==> config.mk <==
export PLATFORM = sky130hd
export DESIGN_NAME = rx_frame_filter
export DESIGN_NICKNAME = d
export VERILOG_FILES = /design/src/rtl/rxf_pkg.sv /design/src/rtl/rxf_addr_cmp.sv /design/src/rtl/rxf_len_track.sv /design/src/rtl/rxf_accept_decode.sv /design/src/rtl/rx_frame_filter.sv
export SDC_FILE = /design/constraint.sdc
export NUM_CORES = 1
export LEC_CHECK = 0
export BUFFER_PORTS_ARGS = -buffer_cell sky130_fd_sc_hd__buf_4
export CORE_ASPECT_RATIO = 1.25
export CORE_MARGIN = 3
export CORE_UTILIZATION = 45
export CTS_CLUSTER_DIAMETER = 60
export DETAILED_ROUTE_END_ITERATION = 12
export GPL_TIMING_DRIVEN = 0
export PLACE_DENSITY = 0.74
export SLEW_MARGIN = 20
export SYNTH_ARGS = -nofsm -noshare
export SYNTH_HDL_FRONTEND = slang
export SYNTH_SLANG_ARGS = --single-unit
==> constraint.sdc <==
create_clock -name clk -period 5.1 [get_ports clk]
set_input_delay 0.765 -clock clk [delete_from_list [all_inputs] [get_ports clk]]
set_output_delay 0.765 -clock clk [all_outputs]
set_load 0.02 [all_outputs]
==> src/rtl/rxf_pkg.sv <==
package rxf_pkg;
    typedef enum logic [1:0] {
        S_IDLE   = 2'd0,
        S_ADDR   = 2'd1,
        S_BODY   = 2'd2,
        S_REPORT = 2'd3
    } rxf_state_t;

    typedef struct packed {
        logic        crc_err;
        logic        bcast_n;
        logic        range_err;
        logic        match_n;
        logic        frame_err;
        logic [10:0] offset;
    } rxf_status_t;
endpackage

==> src/rtl/rxf_addr_cmp.sv <==
module rxf_addr_cmp #(
    parameter int ADDR_BYTES = 6
) (
    input  logic                    clk,
    input  logic                    rst_n,
    input  logic                    clear,
    input  logic                    byte_en,
    input  logic [7:0]              byte_data,
    input  logic [ADDR_BYTES*8-1:0] station,
    output logic                    addr_full,
    output logic                    is_match,
    output logic                    is_bcast,
    output logic                    is_group
);
    localparam int IDX_W = $clog2(ADDR_BYTES + 1);
    localparam logic [IDX_W-1:0] LAST = IDX_W'(ADDR_BYTES);

    logic [IDX_W-1:0] idx;
    logic             eq_r, ff_r, grp_r;
    logic [7:0]       ref_byte;

    always_comb begin
        ref_byte = 8'h00;
        for (int k = 0; k < ADDR_BYTES; k++) begin
            if (idx == IDX_W'(k)) ref_byte = station[(ADDR_BYTES-1-k)*8 +: 8];
        end
    end

    always_ff @(posedge clk or negedge rst_n) begin
        if (!rst_n) begin
            idx   <= '0;
            eq_r  <= 1'b1;
            ff_r  <= 1'b1;
            grp_r <= 1'b0;
        end else if (clear) begin
            idx   <= '0;
            eq_r  <= 1'b1;
            ff_r  <= 1'b1;
            grp_r <= 1'b0;
        end else if (byte_en && idx != LAST) begin
            idx  <= idx + 1'b1;
            eq_r <= eq_r & (byte_data == ref_byte);
            ff_r <= ff_r & (byte_data == 8'hFF);
            if (idx == '0) grp_r <= byte_data[0];
        end
    end

    assign addr_full = (idx == LAST);
    assign is_match  = addr_full & eq_r;
    assign is_bcast  = addr_full & ff_r;
    assign is_group  = grp_r;

    assert_idx_bound_R1: assert property (@(posedge clk) disable iff (!rst_n)
        idx <= LAST);
    assert_bcast_is_group_R7: assert property (@(posedge clk) disable iff (!rst_n)
        is_bcast |-> is_group);
endmodule

==> src/rtl/rxf_len_track.sv <==
module rxf_len_track #(
    parameter int CNT_W   = 11,
    parameter int MIN_LEN = 64,
    parameter int MAX_LEN = 1518,
    parameter int HDR     = 2
) (
    input  logic             clk,
    input  logic             rst_n,
    input  logic             clear,
    input  logic             byte_en,
    output logic [CNT_W-1:0] offset,
    output logic             range_err
);
    localparam logic [CNT_W-1:0] CAP = {CNT_W{1'b1}};

    logic [CNT_W-1:0] cnt;
    logic [CNT_W:0]   sum;

    always_ff @(posedge clk or negedge rst_n) begin
        if (!rst_n)                     cnt <= '0;
        else if (clear)                 cnt <= '0;
        else if (byte_en && cnt != CAP) cnt <= cnt + 1'b1;
    end

    assign sum       = {1'b0, cnt} + (CNT_W+1)'(HDR);
    assign offset    = sum[CNT_W] ? CAP : sum[CNT_W-1:0];
    assign range_err = (cnt < CNT_W'(MIN_LEN)) || (cnt > CNT_W'(MAX_LEN));

    assert_cnt_monotonic_R5: assert property (@(posedge clk) disable iff (!rst_n)
        !clear |=> cnt >= $past(cnt));
endmodule

==> src/rtl/rxf_accept_decode.sv <==
module rxf_accept_decode #(
    parameter int MODE_W = 4
) (
    input  logic [MODE_W-1:0] mode,
    input  logic              is_match,
    input  logic              is_group,
    input  logic              is_bcast,
    input  logic              range_err,
    input  logic              crc_err,
    input  logic              frame_err,
    output logic              keep
);
    logic [MODE_W-1:0] cls;
    logic [MODE_W-1:0] sub;
    logic              addr_ok, err_ok;

    always_comb begin
        cls = mode / MODE_W'(3);
        sub = mode % MODE_W'(3);
        unique case (cls)
            MODE_W'(0): addr_ok = 1'b1;
            MODE_W'(1): addr_ok = is_match | is_group;
            MODE_W'(2): addr_ok = is_match | is_bcast;
            default:    addr_ok = 1'b0;
        endcase
        unique case (sub)
            MODE_W'(0): err_ok = 1'b1;
            MODE_W'(1): err_ok = !(range_err | crc_err | frame_err);
            default:    err_ok = !(crc_err | frame_err);
        endcase
        keep = addr_ok & err_ok;
    end
endmodule

==> src/rtl/rx_frame_filter.sv <==
module rx_frame_filter #(
    parameter int ADDR_BYTES = 6,
    parameter int MODE_W     = 4,
    parameter int CNT_W      = 11,
    parameter int MIN_LEN    = 64,
    parameter int MAX_LEN    = 1518,
    parameter int HDR        = 2
) (
    input  logic                    clk,
    input  logic                    rst_n,
    input  logic [ADDR_BYTES*8-1:0] station_addr,
    input  logic [MODE_W-1:0]       accept_mode,
    input  logic                    frame_start,
    input  logic                    byte_valid,
    input  logic [7:0]              byte_data,
    input  logic                    frame_end,
    input  logic [2:0]              extra_bits,
    input  logic                    fcs_bad,
    output logic                    done,
    output logic                    keep,
    output logic [15:0]             status
);
    import rxf_pkg::*;

    rxf_state_t  state, state_nx;
    rxf_status_t stat_nx, stat_r;
    logic        keep_nx, keep_r;
    logic        in_frame, byte_en;
    logic        addr_full, is_match, is_bcast, is_group;
    logic        range_err, frame_err;
    logic [CNT_W-1:0] offset;

    assign in_frame = (state == S_ADDR) || (state == S_BODY);
    assign byte_en  = byte_valid && in_frame && !frame_start;

    rxf_addr_cmp #(.ADDR_BYTES(ADDR_BYTES)) u_addr (
        .clk(clk), .rst_n(rst_n), .clear(frame_start), .byte_en(byte_en),
        .byte_data(byte_data), .station(station_addr), .addr_full(addr_full),
        .is_match(is_match), .is_bcast(is_bcast), .is_group(is_group)
    );

    rxf_len_track #(.CNT_W(CNT_W), .MIN_LEN(MIN_LEN), .MAX_LEN(MAX_LEN), .HDR(HDR)) u_len (
        .clk(clk), .rst_n(rst_n), .clear(frame_start), .byte_en(byte_en),
        .offset(offset), .range_err(range_err)
    );

    assign frame_err = (extra_bits != 3'd0);

    rxf_accept_decode #(.MODE_W(MODE_W)) u_dec (
        .mode(accept_mode), .is_match(is_match), .is_group(is_group),
        .is_bcast(is_bcast), .range_err(range_err), .crc_err(fcs_bad),
        .frame_err(frame_err), .keep(keep_nx)
    );

    always_comb begin
        stat_nx.crc_err   = fcs_bad;
        stat_nx.bcast_n   = ~is_bcast;
        stat_nx.range_err = range_err;
        stat_nx.match_n   = ~is_match;
        stat_nx.frame_err = frame_err;
        stat_nx.offset    = 11'(offset);
    end

    // next-state logic
    always_comb begin
        state_nx = state;
        unique case (state)
            S_IDLE:   if (frame_start) state_nx = S_ADDR;
            S_ADDR: begin
                if (frame_start)    state_nx = S_ADDR;
                else if (frame_end) state_nx = S_REPORT;
                else if (addr_full) state_nx = S_BODY;
            end
            S_BODY: begin
                if (frame_start)    state_nx = S_ADDR;
                else if (frame_end) state_nx = S_REPORT;
            end
            S_REPORT: state_nx = frame_start ? S_ADDR : S_IDLE;
        endcase
    end

    // state register
    always_ff @(posedge clk or negedge rst_n) begin
        if (!rst_n) state <= S_IDLE;
        else        state <= state_nx;
    end

    // output registers
    always_ff @(posedge clk or negedge rst_n) begin
        if (!rst_n) begin
            stat_r <= '0;
            keep_r <= 1'b0;
        end else if (in_frame && frame_end && !frame_start) begin
            stat_r <= stat_nx;
            keep_r <= keep_nx;
        end else if (state == S_REPORT) begin
            stat_r <= '0;
            keep_r <= 1'b0;
        end
    end

    assign done   = (state == S_REPORT);
    assign keep   = keep_r;
    assign status = stat_r;

    assert_done_pulse_R11: assert property (@(posedge clk) disable iff (!rst_n)
        done && !frame_start |=> !done);
    assert_keep_in_done_R11: assert property (@(posedge clk) disable iff (!rst_n)
        keep |-> done);
    assert_frame_bit_R4: assert property (@(posedge clk) disable iff (!rst_n)
        done |-> status[11] == ($past(extra_bits) != 3'd0));
    assert_crc_bit_R4: assert property (@(posedge clk) disable iff (!rst_n)
        done |-> status[15] == $past(fcs_bad));
    assert_high_modes_R10: assert property (@(posedge clk) disable iff (!rst_n)
        done && ($past(accept_mode) > MODE_W'(8)) |-> !keep);
    assert_strict_class_R8: assert property (@(posedge clk) disable iff (!rst_n)
        keep && ($past(accept_mode) >= MODE_W'(6)) |-> !(status[12] && status[14]));
endmodule

Yosys cells after proc, flatten, opt, wreduce, memory -nomap -nowiden
Cells that the tools add are included.
Storage, ports and cells
  bits of input ports: 69
  output and inout port bits: 18
  register bits: 36
Cells by class
  bitwise gates (word level): 12
  muxes and demuxes: 32
  equality and inequality tests: 19
  magnitude comparators: 2
  div/mod/pow operators: 2
  reductions and logical operators: 22
  $add $sub $neg: 3
Operators with widths (number)
  two-way mux 8 bit: 6
  two-way mux 11 bit: 3
  two-way mux 16 bit: 2
  adder 11 x 2 -> 12 bit, second input constant: 1
  two-way mux 2 bit: 6
  adder 11 x 1 -> 11 bit, second input constant: 1
  > comparator 11 bit, second input constant: 1
  < comparator 11 x 7 -> 1 bit, second input constant: 1
  inequality test 11 bit, second input constant: 1
  two-way mux 1 bit: 10
  == test 3 bit, second input constant: 3
  == test 4 x 1 -> 1 bit, second input constant: 2
  == test 8 bit: 1
  == test 8 bit, second input constant: 1
  zero test 4 bit: 2
  one-hot mux 2 bit (4 select lines): 1
  nonzero test 2 bit: 4
  == test 3 x 2 -> 1 bit, second input constant: 2
  logical AND 1 bit: 6
  two-way mux 3 bit: 2
  inequality test 3 bit, second input constant: 2
  AND 1 bit: 5
  OR 1 bit: 5
  divider 4 x 2 -> 4 bit, second input constant: 1
  18 further kinds: 23

Logic depth before layout (Yosys ltp)
  depth in word-level cells: 11
  depth in mapped cells: 14
  depth with buffers taken out: 13

Modules after synthesis
A second synthesis with hierarchy kept.
Second synthesis, totals
  cell total of the unflattened synthesis: 350
  area total of the unflattened synthesis: 2999.1 um^2
By module, submodules not included
  rx_frame_filter: sequential area each 475.5 um^2, area each 952.2 um^2, cells an instance 95, instances 1
  rxf_addr_cmp: sequential area each 152.6 um^2, area each 903.4 um^2, cells an instance 119, instances 1
  rxf_len_track: sequential area each 275.3 um^2, area each 820.8 um^2, cells an instance 100, instances 1
  rxf_accept_decode: sequential area each 0.0 um^2, area each 322.8 um^2, cells an instance 36, instances 1

Worst setup path before layout
OpenSTA, ideal clock, no wires.
  path kind: input to register
  start: input port accept_mode[3]
  end: register keep_r (netlist: keep)
  data required time: 5.017 ns
  slack: 2.244 ns
  stages: 14
  path buffers: 1
  arrival: 2.774 ns
  cells stage by stage: nand2b_1 -> inv_1 -> ha_1 -> inv_1 -> ha_1 -> clkbuf_1 -> o211ai_1 -> o21ai_0 -> ha_1 -> a211o_1 -> a21oi_1 -> o21ai_0 -> o31a_1 -> o21ai_0
On the way
  cells in the longest elaborated chain, start to end: 5
  elaborated cells on any way between the ends: 11
  classes of those cells: div (2); eq/ne (3); mux (3); bitwise (1); reduce/logical (2)
Ends and longest elaborated chain
  from (decl): RTL line rx_frame_filter.sv:12  | input logic [MODE_W-1:0] accept_mode,
  divider 4 x 2 -> 4 bit / modulo 4 x 2 -> 4 bit (equally long branches): RTL line rxf_accept_decode.sv:18, rxf_accept_decode.sv:19
  == test 4 x 2 -> 1 bit (tied with other cells): RTL line rxf_accept_decode.sv:20  | unique case (cls)
  one-hot mux 1 bit (3 select lines) / one-hot mux 1 bit (2 select lines) (equally long branches): RTL line rxf_accept_decode.sv:20, rxf_accept_decode.sv:26
  AND 1 bit (*): RTL line rxf_accept_decode.sv:31  | keep = addr_ok & err_ok;
  two-way mux 1 bit (*): RTL line rx_frame_filter.sv:93  | end else if (in_frame && frame_end && !frame_start) begin
  to (signal assigned): RTL line rx_frame_filter.sv:95  | keep_r <= keep_nx;
  to (decl): RTL line rx_frame_filter.sv:27  | logic keep_nx, keep_r;
Mark *: on every way between the ends. The rest lies on a longest branch, timed or not.
A chain may end at the register's enable or synchronous reset.

Worst setup path in the final report
Ends and elaborated chain as after synthesis.

==> qor.txt <==
Status - finished clean
Setup Crit Path Kind - in -> reg
Placed cells - 531
Tcrit/Tclk final - 0.5638
Max-slew headroom - 0.4834
HP Class - in -> async
Mean post-synth cell area - 7.921 um2
Pwr/cell area - 428.1 mW/mm2
Worst Path Max Fanout - 9
FMAX - 347.8 MHz
Core Footprint - 0.005973 mm2
Synth-to-layout area growth - 29.37%
Mapped Area - 0.002875 mm2
Gr usage total - 0.2230
Net count of the finished layout - 541
Yosys cell types - 56
Final Hold Viols - 0
Post-synth EDFFs - 0
First-pass GRT wire length - 13360 um
CP Buf/Inv Count - 4
Average vias per placed instance - 5.716
CTS max path bufs - 2
Slowest-stage cell, CP - a211o_1
Flops & latches, synth - 36
Die Ht - 95.37 um
Worst-path cell chain - buf_4, nand2b_1, inv_1, ha_1, inv_1, ha_1, clkbuf_1, o211ai_1, o21ai_0, ha_1, a211o_1, a21oi_1, o21ai_0, o31a_1, o21ai_0
Routed WL - 8270 um
CTS H-Tree Depth - 2
CP max stage delay - 330 ps
Met1 Routed Length - 3513 um
Initial Util - 0.4814
Synth Net Count - 448
Prevailing post-synth register cell - dfrtp_1
Gpl congestion - 0.9552
DR WL/cell - 15.34 um
Vias in the first global route - 2894
PortBufs - 86
TritonRoute pass-1 iters - 4
Cts hold-fix bufs - 0
Met2 wire length - 4029 um
Detailed-route via count - 3081
Antenna viol nets, final - 0
Clk_skew - 8.665 ps
# IOs - 87
Pin count of the biggest net entering global routing - 37
Final Max Slew Viols - 0
Initial antenna violation count - 0
DRC viols - 0
CTS tree - yes
DR iter-0 viols - 169
Clock transition at the registers of the reported paths - 80 ps
CTS root buffer - clkbuf_8
Num CTS Buffers - 5
Final Worst Setup Slack - 2225 ps
Max-cap violations - 0
Die X - 77.50 um
Startpoint types - input port
Tmin final - 2875 ps
Tot Pwr - 1.592 mW
Row count - 31
Dpl ws - 1887 ps
Syn Inst Count - 363
Worst EP arrival - 3100 ps
Met3 routed WL - 481 um
Slew @ Worst Pin - 772.1 ps
Fin cells - 539
Synth warn - 0
Clk sinks - 36
Dpl hpwl - 6383 um
P_leak - 1.720 nW
Worst path top cell family by delay - compound AO/OA/AOI/OAI gates
Topmost layer with routed signal wires - met4
Die area - 0.007391 mm2
Layout cells sized above 1 - 0.2451
Final-report setup violation count - 0
Setup TNS - 0 ps
Buffer count from post-CTS setup fixing - 0
Peak supply drop - 271.5 uV
Register area share after synthesis - 0.3142
Worst Setup End Kind - flop
Clock Latency Late Sink - 300 ps
RSZ-0062 raised after global routing - no
CP required - 5330 ps
Grt ovf - 0
CTS resizes - 0
Ant diodes - 0
Ys async rst share - 1.000
==> cells in the mapped netlist, types with 8 or more instances <==
cell type / count / area [um2]
a21oi_1: 31 / 155.2
a31oi_1: 15 / 93.84
clkbuf_1: 16 / 60.06
dfrtp_1: 34 / 850.8
ha_1: 16 / 200.2
inv_1: 13 / 48.80
nand2_1: 43 / 161.4
nand2b_1: 8 / 50.05
nand3_1: 21 / 105.1
nor2_1: 27 / 101.4
o21ai_0: 26 / 130.1
xnor2_1: 8 / 70.07
xor2_1: 11 / 96.34
==> cells in the final DEF (no fill, tap or decap), drive strengths merged, types with 15 or more instances in the layout <==
cell and n:
inv 15, clkbuf 22, o21ai 30, buf 91, dfrtp 34, nand3 21, a21oi 31, nor2 29
ha 16, a31oi 15, nand2 44
==> where the power goes <==
part           internal (mW)  leakage, nW  switching [mW]
Sequential             0.366        0.467          0.0611
Clock                  0.110       0.0516           0.106
Combinational          0.394         1.20           0.555
==> cell families after synthesis <==
kind of cell	count (synthesis)	share of synthesized area
simple gates	141	0.2433
compound gates	107	0.2363
buf+inv	36	0.05004
flops	36	0.3142
xor+xnor	19	0.05788
fa+ha+maj	16	0.06963
mux	8	0.02872
==> layout make-up <==
| cell class | instances | area [um2] |
|---|---|---|
| tap | 82 | 102.6 |
| fill | 569 | 2253 |
| sequential | 36 | 903.4 |
| inverter | 15 | 56.30 |
| clock buffer | 6 | 82.58 |
| timing repair buffer | 86 | 645.6 |
| clock inverter | 2 | 13.76 |
| buffer | 21 | 87.58 |
| multi-input combinational | 291 | 1828 |
==> through the flow <==
stage | cell area [um2] | utilization | hold slack [ps]
after global placement | 3623 | 0.6066 | 499.0
final | 3720 | 0.6227 | 411.1
after floorplan | 2875 | - | 469.4
after CTS | 3720 | 0.6227 | 423.5
after global routing | 3720 | 0.6227 | 442.2
after detailed placement | 3623 | 0.6066 | 504.4
==> sequential cells by signal, indices dropped and copies added (netlist names) <==
name             count
u_addr.eq_r          1
u_addr.is_group      1
u_len.cnt           11
keep                 1
state                2
u_addr.idx           3
u_addr.ff_r          1
status              16
==> worst paths after layout <==
kind,start,endpoint,slack [ps],cells past startpoint
max in group asynchronous,rst_n,u_addr.ff_r$_DFFE_PN1P_,4340,1
min in group clk,status[10]$_DFFE_PN0P_,status[10]$_DFFE_PN0P_,510,2
worst min register to register,status[10]$_DFFE_PN0P_,status[10]$_DFFE_PN0P_,510,2
worst max-delay path,accept_mode[3],keep$_DFFE_PN0P_,2220,15
worst max register to register,u_addr.idx[2]$_DFFE_PN0P_,u_addr.eq_r$_DFFE_PN1P_,2260,10
worst min-delay path,rst_n,status[6]$_DFFE_PN0P_,410,1
==> per-layer routing <==
layer | global-route usage | up-vias
met5 | 0 | -
met4 | 0.09347 | 0
met3 | 0.03497 | 24
met2 | 0.3955 | 109
met1 | 0.2693 | 1454
li1 | - | 1494
(Power assumes the default switching activity.)
